$ cat config.mk
export PLATFORM = sky130hd
export DESIGN_NAME = hdlc_rx_fifo
export DESIGN_NICKNAME = d
export VERILOG_FILES = /design/src/rtl/hrf_pkg.sv /design/src/rtl/hrf_store.sv /design/src/rtl/hrf_ctrl.sv /design/src/rtl/hrf_events.sv /design/src/rtl/hdlc_rx_fifo.sv
export SDC_FILE = /design/constraint.sdc
export NUM_CORES = 1
export LEC_CHECK = 0
export ABC_AREA = 0
export BUFFER_PORTS_ARGS = -buffer_cell sky130_fd_sc_hd__buf_2
export CAP_MARGIN = 10
export CORE_ASPECT_RATIO = 1.25
export CORE_MARGIN = 2
export CORE_UTILIZATION = 60
export CTS_BUF_LIST = sky130_fd_sc_hd__clkbuf_8
export DETAILED_ROUTE_END_ITERATION = 7
export PLACE_DENSITY = 0.73
export SETUP_SLACK_MARGIN = 0.02
export SYNTH_ARGS = -nofsm -noshare
export SYNTH_HDL_FRONTEND = slang
export SYNTH_SLANG_ARGS = --single-unit
export TNS_END_PERCENT = 30
$ cat constraint.sdc
create_clock -name clk -period 4.25 [get_ports clk]
set_input_delay 0.425 -clock clk [delete_from_list [all_inputs] [get_ports clk]]
set_output_delay 0.425 -clock clk [all_outputs]
set_load 0.05 [all_outputs]
$ cat src/rtl/hrf_pkg.sv
package hrf_pkg;
  localparam int HRF_DW = 8;

  typedef struct packed {
    logic              last;
    logic [HRF_DW-1:0] data;
  } hrf_entry_t;

  localparam int HRF_EW = $bits(hrf_entry_t);
endpackage

$ cat src/rtl/hrf_store.sv
module hrf_store
  import hrf_pkg::*;
#(
  parameter int DEPTH = 32,
  localparam int AW = $clog2(DEPTH)
) (
  input  logic        clk,
  input  logic        we,
  input  logic [AW-1:0] waddr,
  input  hrf_entry_t  wentry,
  input  logic [AW-1:0] raddr,
  output hrf_entry_t  rentry
);
  hrf_entry_t slot_q [DEPTH];

  // One register per slot, each with its own write enable.
  for (genvar g = 0; g < DEPTH; g++) begin : g_slot
    logic hit;
    assign hit = we && (waddr == AW'(g));
    always_ff @(posedge clk) begin
      if (hit) slot_q[g] <= wentry;
    end
  end

  assign rentry = slot_q[raddr];
endmodule

$ cat src/rtl/hrf_ctrl.sv
module hrf_ctrl #(
  parameter int DEPTH = 32,
  localparam int AW = $clog2(DEPTH),
  localparam int PW = AW + 1
) (
  input  logic          clk,
  input  logic          rst_n,
  input  logic          wr_req,
  input  logic          rd_req,
  output logic          push,
  output logic          pop,
  output logic          rd_on_empty,
  output logic          wr_dropped,
  output logic [PW-1:0] wr_ptr,
  output logic [PW-1:0] rd_ptr,
  output logic [PW-1:0] level,
  output logic          empty,
  output logic          full
);
  localparam logic [PW-1:0] FULL_L = PW'(DEPTH);

  // The pointers carry one extra wrap bit, so a full queue and an empty one have different levels.
  function automatic logic [PW-1:0] ptr_step(input logic [PW-1:0] p);
    return p + PW'(1);
  endfunction

  function automatic logic [PW-1:0] fill_of(input logic [PW-1:0] w, input logic [PW-1:0] r);
    return w - r;
  endfunction

  logic [PW-1:0] wr_ptr_q, rd_ptr_q;

  assign level = fill_of(wr_ptr_q, rd_ptr_q);
  assign empty = (level == '0);
  assign full  = (level == FULL_L);

  // A read frees a slot in the same cycle, so a write paired with a read is accepted even when full.
  assign pop         = rd_req && !empty;
  assign push        = wr_req && (!full || rd_req);
  assign rd_on_empty = rd_req && empty;
  assign wr_dropped  = wr_req && full && !rd_req;

  always_ff @(posedge clk) begin
    if (!rst_n) begin
      wr_ptr_q <= '0;
      rd_ptr_q <= '0;
    end else begin
      if (push) wr_ptr_q <= ptr_step(wr_ptr_q);
      if (pop)  rd_ptr_q <= ptr_step(rd_ptr_q);
    end
  end

  assign wr_ptr = wr_ptr_q;
  assign rd_ptr = rd_ptr_q;
endmodule

$ cat src/rtl/hrf_events.sv
module hrf_events #(
  parameter int DEPTH  = 32,
  parameter int THRESH = 16,
  localparam int PW = $clog2(DEPTH) + 1
) (
  input  logic          clk,
  input  logic          rst_n,
  input  logic          push,
  input  logic          pop,
  input  logic          wr_last,
  input  logic          wr_dropped,
  input  logic          rd_on_empty,
  input  logic [PW-1:0] level,
  input  logic [PW-1:0] rd_ptr,
  input  logic          empty,
  input  logic          head_last,
  output logic          evt_thresh,
  output logic          evt_ovf,
  output logic          evt_eop_wr,
  output logic          evt_head_last
);
  localparam logic [PW-1:0] THR_L  = PW'(THRESH);
  localparam logic [PW-1:0] THR1_L = PW'(THRESH + 1);

  function automatic logic [PW-1:0] level_after(input logic [PW-1:0] l, input logic in_b,
                                               input logic out_b);
    return (l + {{(PW-1){1'b0}}, in_b}) - {{(PW-1){1'b0}}, out_b};
  endfunction

  function automatic logic crosses_up(input logic [PW-1:0] now_l, input logic [PW-1:0] nxt_l);
    return (now_l == THR_L) && (nxt_l == THR1_L);
  endfunction

  logic          thr_q, ovf_q, eopw_q, rde_q;
  logic          prev_empty_q;
  logic [PW-1:0] prev_rd_ptr_q;
  logic [PW-1:0] level_nxt;
  logic          head_moved;
  logic          head_arrive;

  assign level_nxt = level_after(level, push, pop);

  always_ff @(posedge clk) begin
    if (!rst_n) begin
      thr_q         <= 1'b0;
      ovf_q         <= 1'b0;
      eopw_q        <= 1'b0;
      rde_q         <= 1'b0;
      prev_empty_q  <= 1'b1;
      prev_rd_ptr_q <= '0;
    end else begin
      thr_q         <= crosses_up(level, level_nxt);
      ovf_q         <= wr_dropped;
      eopw_q        <= push && wr_last;
      rde_q         <= rd_on_empty;
      prev_empty_q  <= empty;
      prev_rd_ptr_q <= rd_ptr;
    end
  end

  // The head entry is new when the queue was empty one cycle ago, or when the read pointer has moved since then.
  assign head_moved  = prev_empty_q || (rd_ptr != prev_rd_ptr_q);
  assign head_arrive = !empty && head_last && head_moved;

  assign evt_thresh    = thr_q;
  assign evt_ovf       = ovf_q;
  assign evt_eop_wr    = eopw_q;
  assign evt_head_last = head_arrive || rde_q;
endmodule

$ cat src/rtl/hdlc_rx_fifo.sv
module hdlc_rx_fifo
  import hrf_pkg::*;
#(
  parameter int DEPTH  = 32,
  parameter int THRESH = 16,
  localparam int AW = $clog2(DEPTH),
  localparam int PW = AW + 1
) (
  input  logic              clk,
  input  logic              rst_n,
  input  logic              wr_en,
  input  logic [HRF_DW-1:0] wr_data,
  input  logic              wr_eop,
  input  logic              rd_en,
  output logic [HRF_DW-1:0] rd_data,
  output logic              rd_eop,
  output logic [PW-1:0]     level,
  output logic              evt_thresh,
  output logic              evt_ovf,
  output logic              evt_eop_wr,
  output logic              evt_head_last
);
  logic          push, pop, rd_on_empty, wr_dropped, empty, full;
  logic [PW-1:0] wr_ptr, rd_ptr;
  hrf_entry_t    head, wentry, out_q;

  assign wentry = '{last: wr_eop, data: wr_data};

  hrf_ctrl #(.DEPTH(DEPTH)) u_ctrl (
    .clk         (clk),
    .rst_n       (rst_n),
    .wr_req      (wr_en),
    .rd_req      (rd_en),
    .push        (push),
    .pop         (pop),
    .rd_on_empty (rd_on_empty),
    .wr_dropped  (wr_dropped),
    .wr_ptr      (wr_ptr),
    .rd_ptr      (rd_ptr),
    .level       (level),
    .empty       (empty),
    .full        (full)
  );

  hrf_store #(.DEPTH(DEPTH)) u_store (
    .clk    (clk),
    .we     (push),
    .waddr  (wr_ptr[AW-1:0]),
    .wentry (wentry),
    .raddr  (rd_ptr[AW-1:0]),
    .rentry (head)
  );

  hrf_events #(.DEPTH(DEPTH), .THRESH(THRESH)) u_events (
    .clk           (clk),
    .rst_n         (rst_n),
    .push          (push),
    .pop           (pop),
    .wr_last       (wr_eop),
    .wr_dropped    (wr_dropped),
    .rd_on_empty   (rd_on_empty),
    .level         (level),
    .rd_ptr        (rd_ptr),
    .empty         (empty),
    .head_last     (head.last),
    .evt_thresh    (evt_thresh),
    .evt_ovf       (evt_ovf),
    .evt_eop_wr    (evt_eop_wr),
    .evt_head_last (evt_head_last)
  );

  // The read register takes the head entry on a pop and zero on a read from an empty queue; otherwise it holds.
  always_ff @(posedge clk) begin
    if (!rst_n) begin
      out_q <= '0;
    end else if (rd_en) begin
      out_q <= pop ? head : '0;
    end
  end

  assign rd_data = out_q.data;
  assign rd_eop  = out_q.last;

  logic unused_full;
  assign unused_full = full;
endmodule

# ---- After elaboration in Yosys (flattened, before gate mapping)
# Memory sizes are Yosys's and may differ from the RTL's. A register that Yosys moved wholly into a read port is not among the register bits.
# Index checks and enable logic that the tools add are counted.
dict set report totals {
  memories 1
  regBits 32
  ramBits 288
  inputBits 13
}
dict set report op_classes {
  mux 160
  n_reduce_logical 80
  eq_ne 35
  add_sub_neg 5
}
# name depth word_bits read_ports rd_ports_with_merged_regs write_ports line
set mem_list {}
lappend mem_list {u_store.slot_q 32 9 1 1 1 hrf_store.sv:14} ;# hrf_entry_t slot_q [DEPTH];
# op count
set ops {}
lappend ops {{$mux 9} 32}
lappend ops {{$reduce_or 9->1} 31}
lappend ops {{$mux 5} 33}
lappend ops {{$mux 1} 95}
lappend ops {{$eq 5x5->1 const B} 16}
lappend ops {{$logic_and 1x1->1} 41}
lappend ops {{$eq 5x4->1 const B} 8}
lappend ops {{$eq 5x3->1 const B} 4}
lappend ops {{$add 6x1->6 const B} 2}
lappend ops {{$eq 6x5->1 const B} 2}
lappend ops {{$eq 5x2->1 const B} 2}
lappend ops {{$add 6x1->6} 1}
lappend ops {{$eq 6x6->1 const B} 1}
lappend ops {{$logic_not 6->1} 1}
lappend ops {{$ne 6x6->1} 1}
lappend ops {{$sub 6x1->6} 1}
lappend ops {{$sub 6x6->6} 1}
lappend ops {{$eq 5x1->1 const B} 1}
lappend ops {{$logic_not 5->1} 1}
lappend ops {{$logic_not 1->1} 3}
lappend ops {{$logic_or 1x1->1} 3}

# ---- Logic depth before layout (Yosys ltp)
dict set report logic_depth {
  word_depth 40
  depth_mapped 21
  depth_no_buf 21
}

# ---- Modules after synthesis
# Synthesis repeated with hierarchy kept, for this count alone.
dict set report unflattened {
  hier_cells 685
  hier_area_um2 13161.4
}
# module cells_each instances seq_area_each_um2 area_each_um2
set by_module_without_submodules {}
lappend by_module_without_submodules {hrf_store 459 1 8648.3 11104.4}
lappend by_module_without_submodules {hrf_ctrl 114 1 240.2 989.7}
lappend by_module_without_submodules {hrf_events 72 1 220.2 690.7}
lappend by_module_without_submodules {hdlc_rx_fifo 40 1 180.2 376.6}

# ---- Worst setup path before layout
# No wires, ideal clock.
dict set report synth_path {
  path_type {reg2reg}
  start {reg u_ctrl.rd_ptr_q[1], in the netlist u_ctrl.rd_ptr[1]}
  end {reg u_events.thr_q, in the netlist u_events.evt_thresh}
  t_arrival_ns 4.398
  stages_incl_launch_ff 18
  slack_ns -0.240
  setup_ns 0.092
  cell_sequence {dfxtp_1 inv_1 ha_1 a21o_1 a21o_1 a21o_1 a21o_1 xnor2_1 ha_1 nor3b_1 nor2b_1 inv_1 ha_1 inv_1 ha_1 fa_1 nand4b_1 nor4_1}
}
dict set report synth_via {
  elab_chain_cells 9
  elab_cells_between_ends 13
  classes_between {3 x add/sub; 3 x eq/ne; 7 x reduce/logical}
}
# item line
set synth_rtl {}
lappend synth_rtl {{from (decl)} hrf_ctrl.sv:31} ;# logic [PW-1:0] wr_ptr_q, rd_ptr_q;
lappend synth_rtl {{from (signal assigned)} hrf_ctrl.sv:49} ;# if (pop) rd_ptr_q <= ptr_step(rd_ptr_q);
lappend synth_rtl {{$sub 6x6->6 (*)} hrf_ctrl.sv:28} ;# return w - r;
lappend synth_rtl {{net level[5]} hdlc_rx_fifo.sv:17} ;# output logic [PW-1:0] level,
lappend synth_rtl {{$eq 6x6->1} hrf_ctrl.sv:35} ;# assign full = (level == FULL_L);
lappend synth_rtl {{$logic_not 1->1} hrf_ctrl.sv:39} ;# assign push = wr_req && (!full || rd_req);
lappend synth_rtl {{$logic_or 1x1->1} hrf_ctrl.sv:39}
lappend synth_rtl {{$logic_and 1x1->1} hrf_ctrl.sv:39}
lappend synth_rtl {{$add 6x1->6} hrf_events.sv:27} ;# return (l + {{(PW-1){1'b0}}, in_b}) - {{(PW-1){1'b0}}, out_b};
lappend synth_rtl {{$sub 6x1->6} hrf_events.sv:27}
lappend synth_rtl {{$eq 6x5->1} hrf_events.sv:31} ;# return (now_l == THR_L) && (nxt_l == THR1_L);
lappend synth_rtl {{$logic_and 1x1->1 (*)} hrf_events.sv:31}
lappend synth_rtl {{to (signal assigned)} hrf_events.sv:52} ;# thr_q <= crosses_up(level, level_nxt);
lappend synth_rtl {{to (decl)} hrf_events.sv:34} ;# logic thr_q, ovf_q, eopw_q, rde_q;
# Mark *: on every way through the listed nets, which the timed path passes. The rest lies on a longest branch.
# A chain may end at the register's enable or synchronous reset.

# ---- Worst setup path in the final report
dict set report layout_path {
  start {reg u_ctrl.rd_ptr_q[1], in the netlist u_ctrl.rd_ptr[1]}
  end {reg u_events.thr_q, in the netlist u_events.evt_thresh}
}
dict set report layout_via {
  elab_chain_cells 9
  elab_cells_between_ends 13
  classes_between {3 x add/sub; 3 x eq/ne; 7 x reduce/logical}
}
# item line
set layout_rtl {}
lappend layout_rtl {{$sub 6x6->6 (*)} hrf_ctrl.sv:28}
lappend layout_rtl {{$eq 6x6->1} hrf_ctrl.sv:35}
lappend layout_rtl {{$logic_not 1->1} hrf_ctrl.sv:39}
lappend layout_rtl {{$logic_or 1x1->1} hrf_ctrl.sv:39}
lappend layout_rtl {{$logic_and 1x1->1} hrf_ctrl.sv:39}
lappend layout_rtl {{$add 6x1->6} hrf_events.sv:27}
lappend layout_rtl {{$sub 6x1->6} hrf_events.sv:27}
lappend layout_rtl {{$eq 6x5->1} hrf_events.sv:31}
lappend layout_rtl {{$logic_and 1x1->1 (*)} hrf_events.sv:31}
# Every way passes the cells marked *; elsewhere a longest branch is shown, timed or not.

==> results.toml <==
[hold_path]
worstHoldStart = "wr_en"
hp-class = "input port to flop"

[setup_path]
cp.required_ns = 4.71
cpMaxStageDelayCell = "fa_1"
crit_start = "u_ctrl.rd_ptr[1]"
arrival_ns = 4.45
critPathTopFamily = "adder cells"
r2r-start = "u_ctrl.rd_ptr[1]"
start_kind = "flop"
cp-end-kind = "flop"
cpPeakStageDelay_ns = 0.45
path_max_fanout = 7
timing.critical_path.buf_inv = 2
crit_type = "flop to flop"
crit_chain = "inv_1 -> ha_1 -> a21o_1 -> a21o_1 -> a21o_1 -> a21o_1 -> xor2_1 -> ha_1 -> nand4b_1 -> and2_1 -> ha_1 -> inv_1 -> ha_1 -> fa_1 -> nand4b_1 -> nor4_1"

[timing]
skew_ns = 0.02635
fin_ws_ns = 0.2603
max_freq_ghz = 0.2506
slew_viol_final = 0
fin_crit_sh = 0.9388
grt_setup_unrepaired = "false"
hold_viol = 0
tns_ns = 0
slew_headroom = 0.1614
period_needed_ns = 3.990
setup_violations = 0
worst_hold_slack_ns = 0.1050
tightest_slew_ns = 1.256

[cells_and_area]
diodes = 0
num-nets-final = 798
multi_input_area_um2 = 3517
area_delta_synth_final_pct = 9.848
drive_gt1_frac = 0.2025
regArea_um2 = 9395
fin_area_um2 = 14560
stdcell_count = 1074
fill_cells = 1412

[clock_network]
clock_sinks = 325
cts_htree_levels = 2
hold_buffers = 0
clk_path_buf_depth = 3
clkTransAtPathRegs_ns = 0.06
cts_tree = "done"
numCtsBuffers = 48
cts-resized-gates = 0
cts_setup_buffers = 0
clk_latency_ns = 0.56
cts_root_buffer = "clkbuf_8"

[placement]
postPlaceCellArea_um2 = 13670
dp_cells = 990
preCtsSetupSlack_ns = 0.1159
gp_congestion = 0.8237
dp_hpwl_mm = 16.49
portBuffers = 31

[synth]
synth_top_area_frac = 0.6526
synth_seq_cells = 325
ys_seq_area_frac = 0.7085
synthesis.nets = 723
yosys-top-cells-area = "edfxtp_1 65%, mux4_1 6.9%, mux4_2 6.3%"
synth_edf_count = 288
synth_ff_type = "edfxtp_1"
synth_area_um2 = 13250
avgSynthCellArea_um2 = 19.32
asyncSetResetFlopFracSynth = 0
syn_inst = 686
ys_warn_count = 0
synth_cell_types = 44
yosys.area.top_type = "edfxtp_1"

[grt]
grt_max_degree = 39
track_usage = 0.2369
grt_pass1_vias = 6806
antenna_found_initial = 0
grt_overflow = 0
grt_pass1_wl_mm = 40.17

[power]
pwr-share-comb = 0.222
seqPwrFrac = 0.484
internal_power_uw = 5481
swShare = 0.2879
ir_drop_mv = 0.3627
p_sw_uw = 2216
pwr-share-clk = 0.295
powerDensity_nw_per_um2 = 528.8
p_leak_uw = 0.004886

[routing]
routedWlPerCell_um = 24.43
routed_wl_mm = 26.24
ant_nets = 0
vias = 6596
avgViaCountPerCell = 6.142
dr.pass1.iters = 6
drc = 0
drt_iter0_markers = 593

[floorplan]
rows = 60
chipHeight_um = 170.2
core-area_um2 = 21620
start_util = 0.6129
io_pins = 32
die_area_um2 = 23300
die_w_um = 136.9

[run_status]
outcome = "complete, no violations"

[flow_run]
maxCapViolCount = 0
==> flip-flops by register name (all words and copies together) (netlist names), named ones only <==
register and cells:
u_ctrl.wr_ptr 6, u_events.evt_thresh 1, u_events.evt_eop_wr 1, u_events.rde_q 1
u_events.evt_ovf 1, u_events.prev_empty_q 1, u_ctrl.rd_ptr 6, u_store.slot_q 288
rd_eop 1, rd_data 8, u_events.prev_rd_ptr_q 6
==> metrics by stage <==
stage | total power, uW | util
floorplan | 5144 | -
global placement | 5420 | 0.6324
detailed placement | 5490 | 0.6324
CTS | 7744 | 0.6726
global route | 8025 | 0.6733
finish | 7698 | 0.6733
==> power groups by stage <==
stage / registers [uW] / logic (uW) / clock network, uW
3_3_place_gp: 3790 / 1630 / 0
3_5_place_dp: 3790 / 1700 / 0
4_1_cts: 3730 / 1700 / 2310
6_report: 3720 / 1710 / 2270
5_1_grt: 3740 / 1820 / 2460
2_1_floorplan: 3750 / 1390 / 0
==> worst min-delay path, stage by stage <==
cell and delay, ns:
buf_2 0.11, nand3_1 0.06, nor2_1 0.03
==> metal layers <==
layer  vias to the layer above  part of all wire  track usage
li1                       2917                 -            -
met1                      3378              0.39       0.3089
met2                       240              0.52       0.4028
met3                        61             0.052      0.03455
met4                         0             0.036      0.09547
met5                         -                 0            0
==> layout make-up <==
cell class	count	area share
Sequential cell	325	0.6454
Tap cell	279	0.02398
Inverter	24	0.006189
Timing Repair Buffer	55	0.02304
Clock inverter	33	0.01152
Clock buffer	51	0.04822
Multi-Input combinational cell	307	0.2416
==> synthesized netlist by cell type, drive strengths merged (2+ instances only) <==
cell type / number
edfxtp: 288
mux4: 72
dfxtp: 37
and2: 35
mux2i: 29
ha: 22
clkbuf: 16
inv: 16
nand2: 15
nor2: 15
xnor2: 15
buf: 14
a21oi: 11
nor2b: 10
o21ai: 9
clkinv: 8
o22ai: 8
xor2: 8
nand3: 7
nor3: 7
a21o: 6
nand4: 6
a2111oi: 4
a221oi: 4
nand4b: 4
nand2b: 3
nor4: 3
and3: 2
fa: 2
nand3b: 2
==> logic make-up (layout without fill, tap and decap cells) <==
family | count (synthesis) | after routing | synth area share
xor+xnor | 23 | 23 | 0.01520
simple gates | 112 | 112 | 0.04702
fa+ha+maj | 24 | 24 | 0.02379
buf+inv | 54 | 163 | 0.02776
mux | 101 | 101 | 0.1542
flops | 325 | 325 | 0.7085
compound gates | 47 | 47 | 0.02351
==> path summary, 6_finish.rpt <==
check / to / slack [ns] / depth (start not counted)
worst min-delay path: u_events.evt_eop_wr / 0.11 / 3
worst max register to register: u_events.evt_thresh / 0.26 / 16
worst min register to register: rd_eop / 0.48 / 1
worst max-delay path: u_events.evt_thresh / 0.26 / 16
==> cell usage in the layout, fill, tap and decap left out, drive strengths merged, types with 3 or more instances in the layout <==
master / netlist / routed
inv: 16 / 31
o22ai: 8 / 8
dfxtp: 37 / 37
nand4: 6 / 6
nor3: 7 / 7
mux4: 72 / 72
nor2: 15 / 15
a221oi: 4 / 4
nand4b: 4 / 4
xnor2: 15 / 15
nor4: 3 / 3
edfxtp: 288 / 288
and2: 35 / 35
ha: 22 / 22
mux2i: 29 / 29
clkbuf: 16 / 51
nor2b: 10 / 10
o21ai: 9 / 9
nand2b: 3 / 3
nand3: 7 / 7
a21oi: 11 / 11
a21o: 6 / 6
xor2: 8 / 8
clkinv: 8 / 23
buf: 14 / 55
nand2: 15 / 15
a2111oi: 4 / 4
Note: power is estimated with default switching activity, not from simulation.
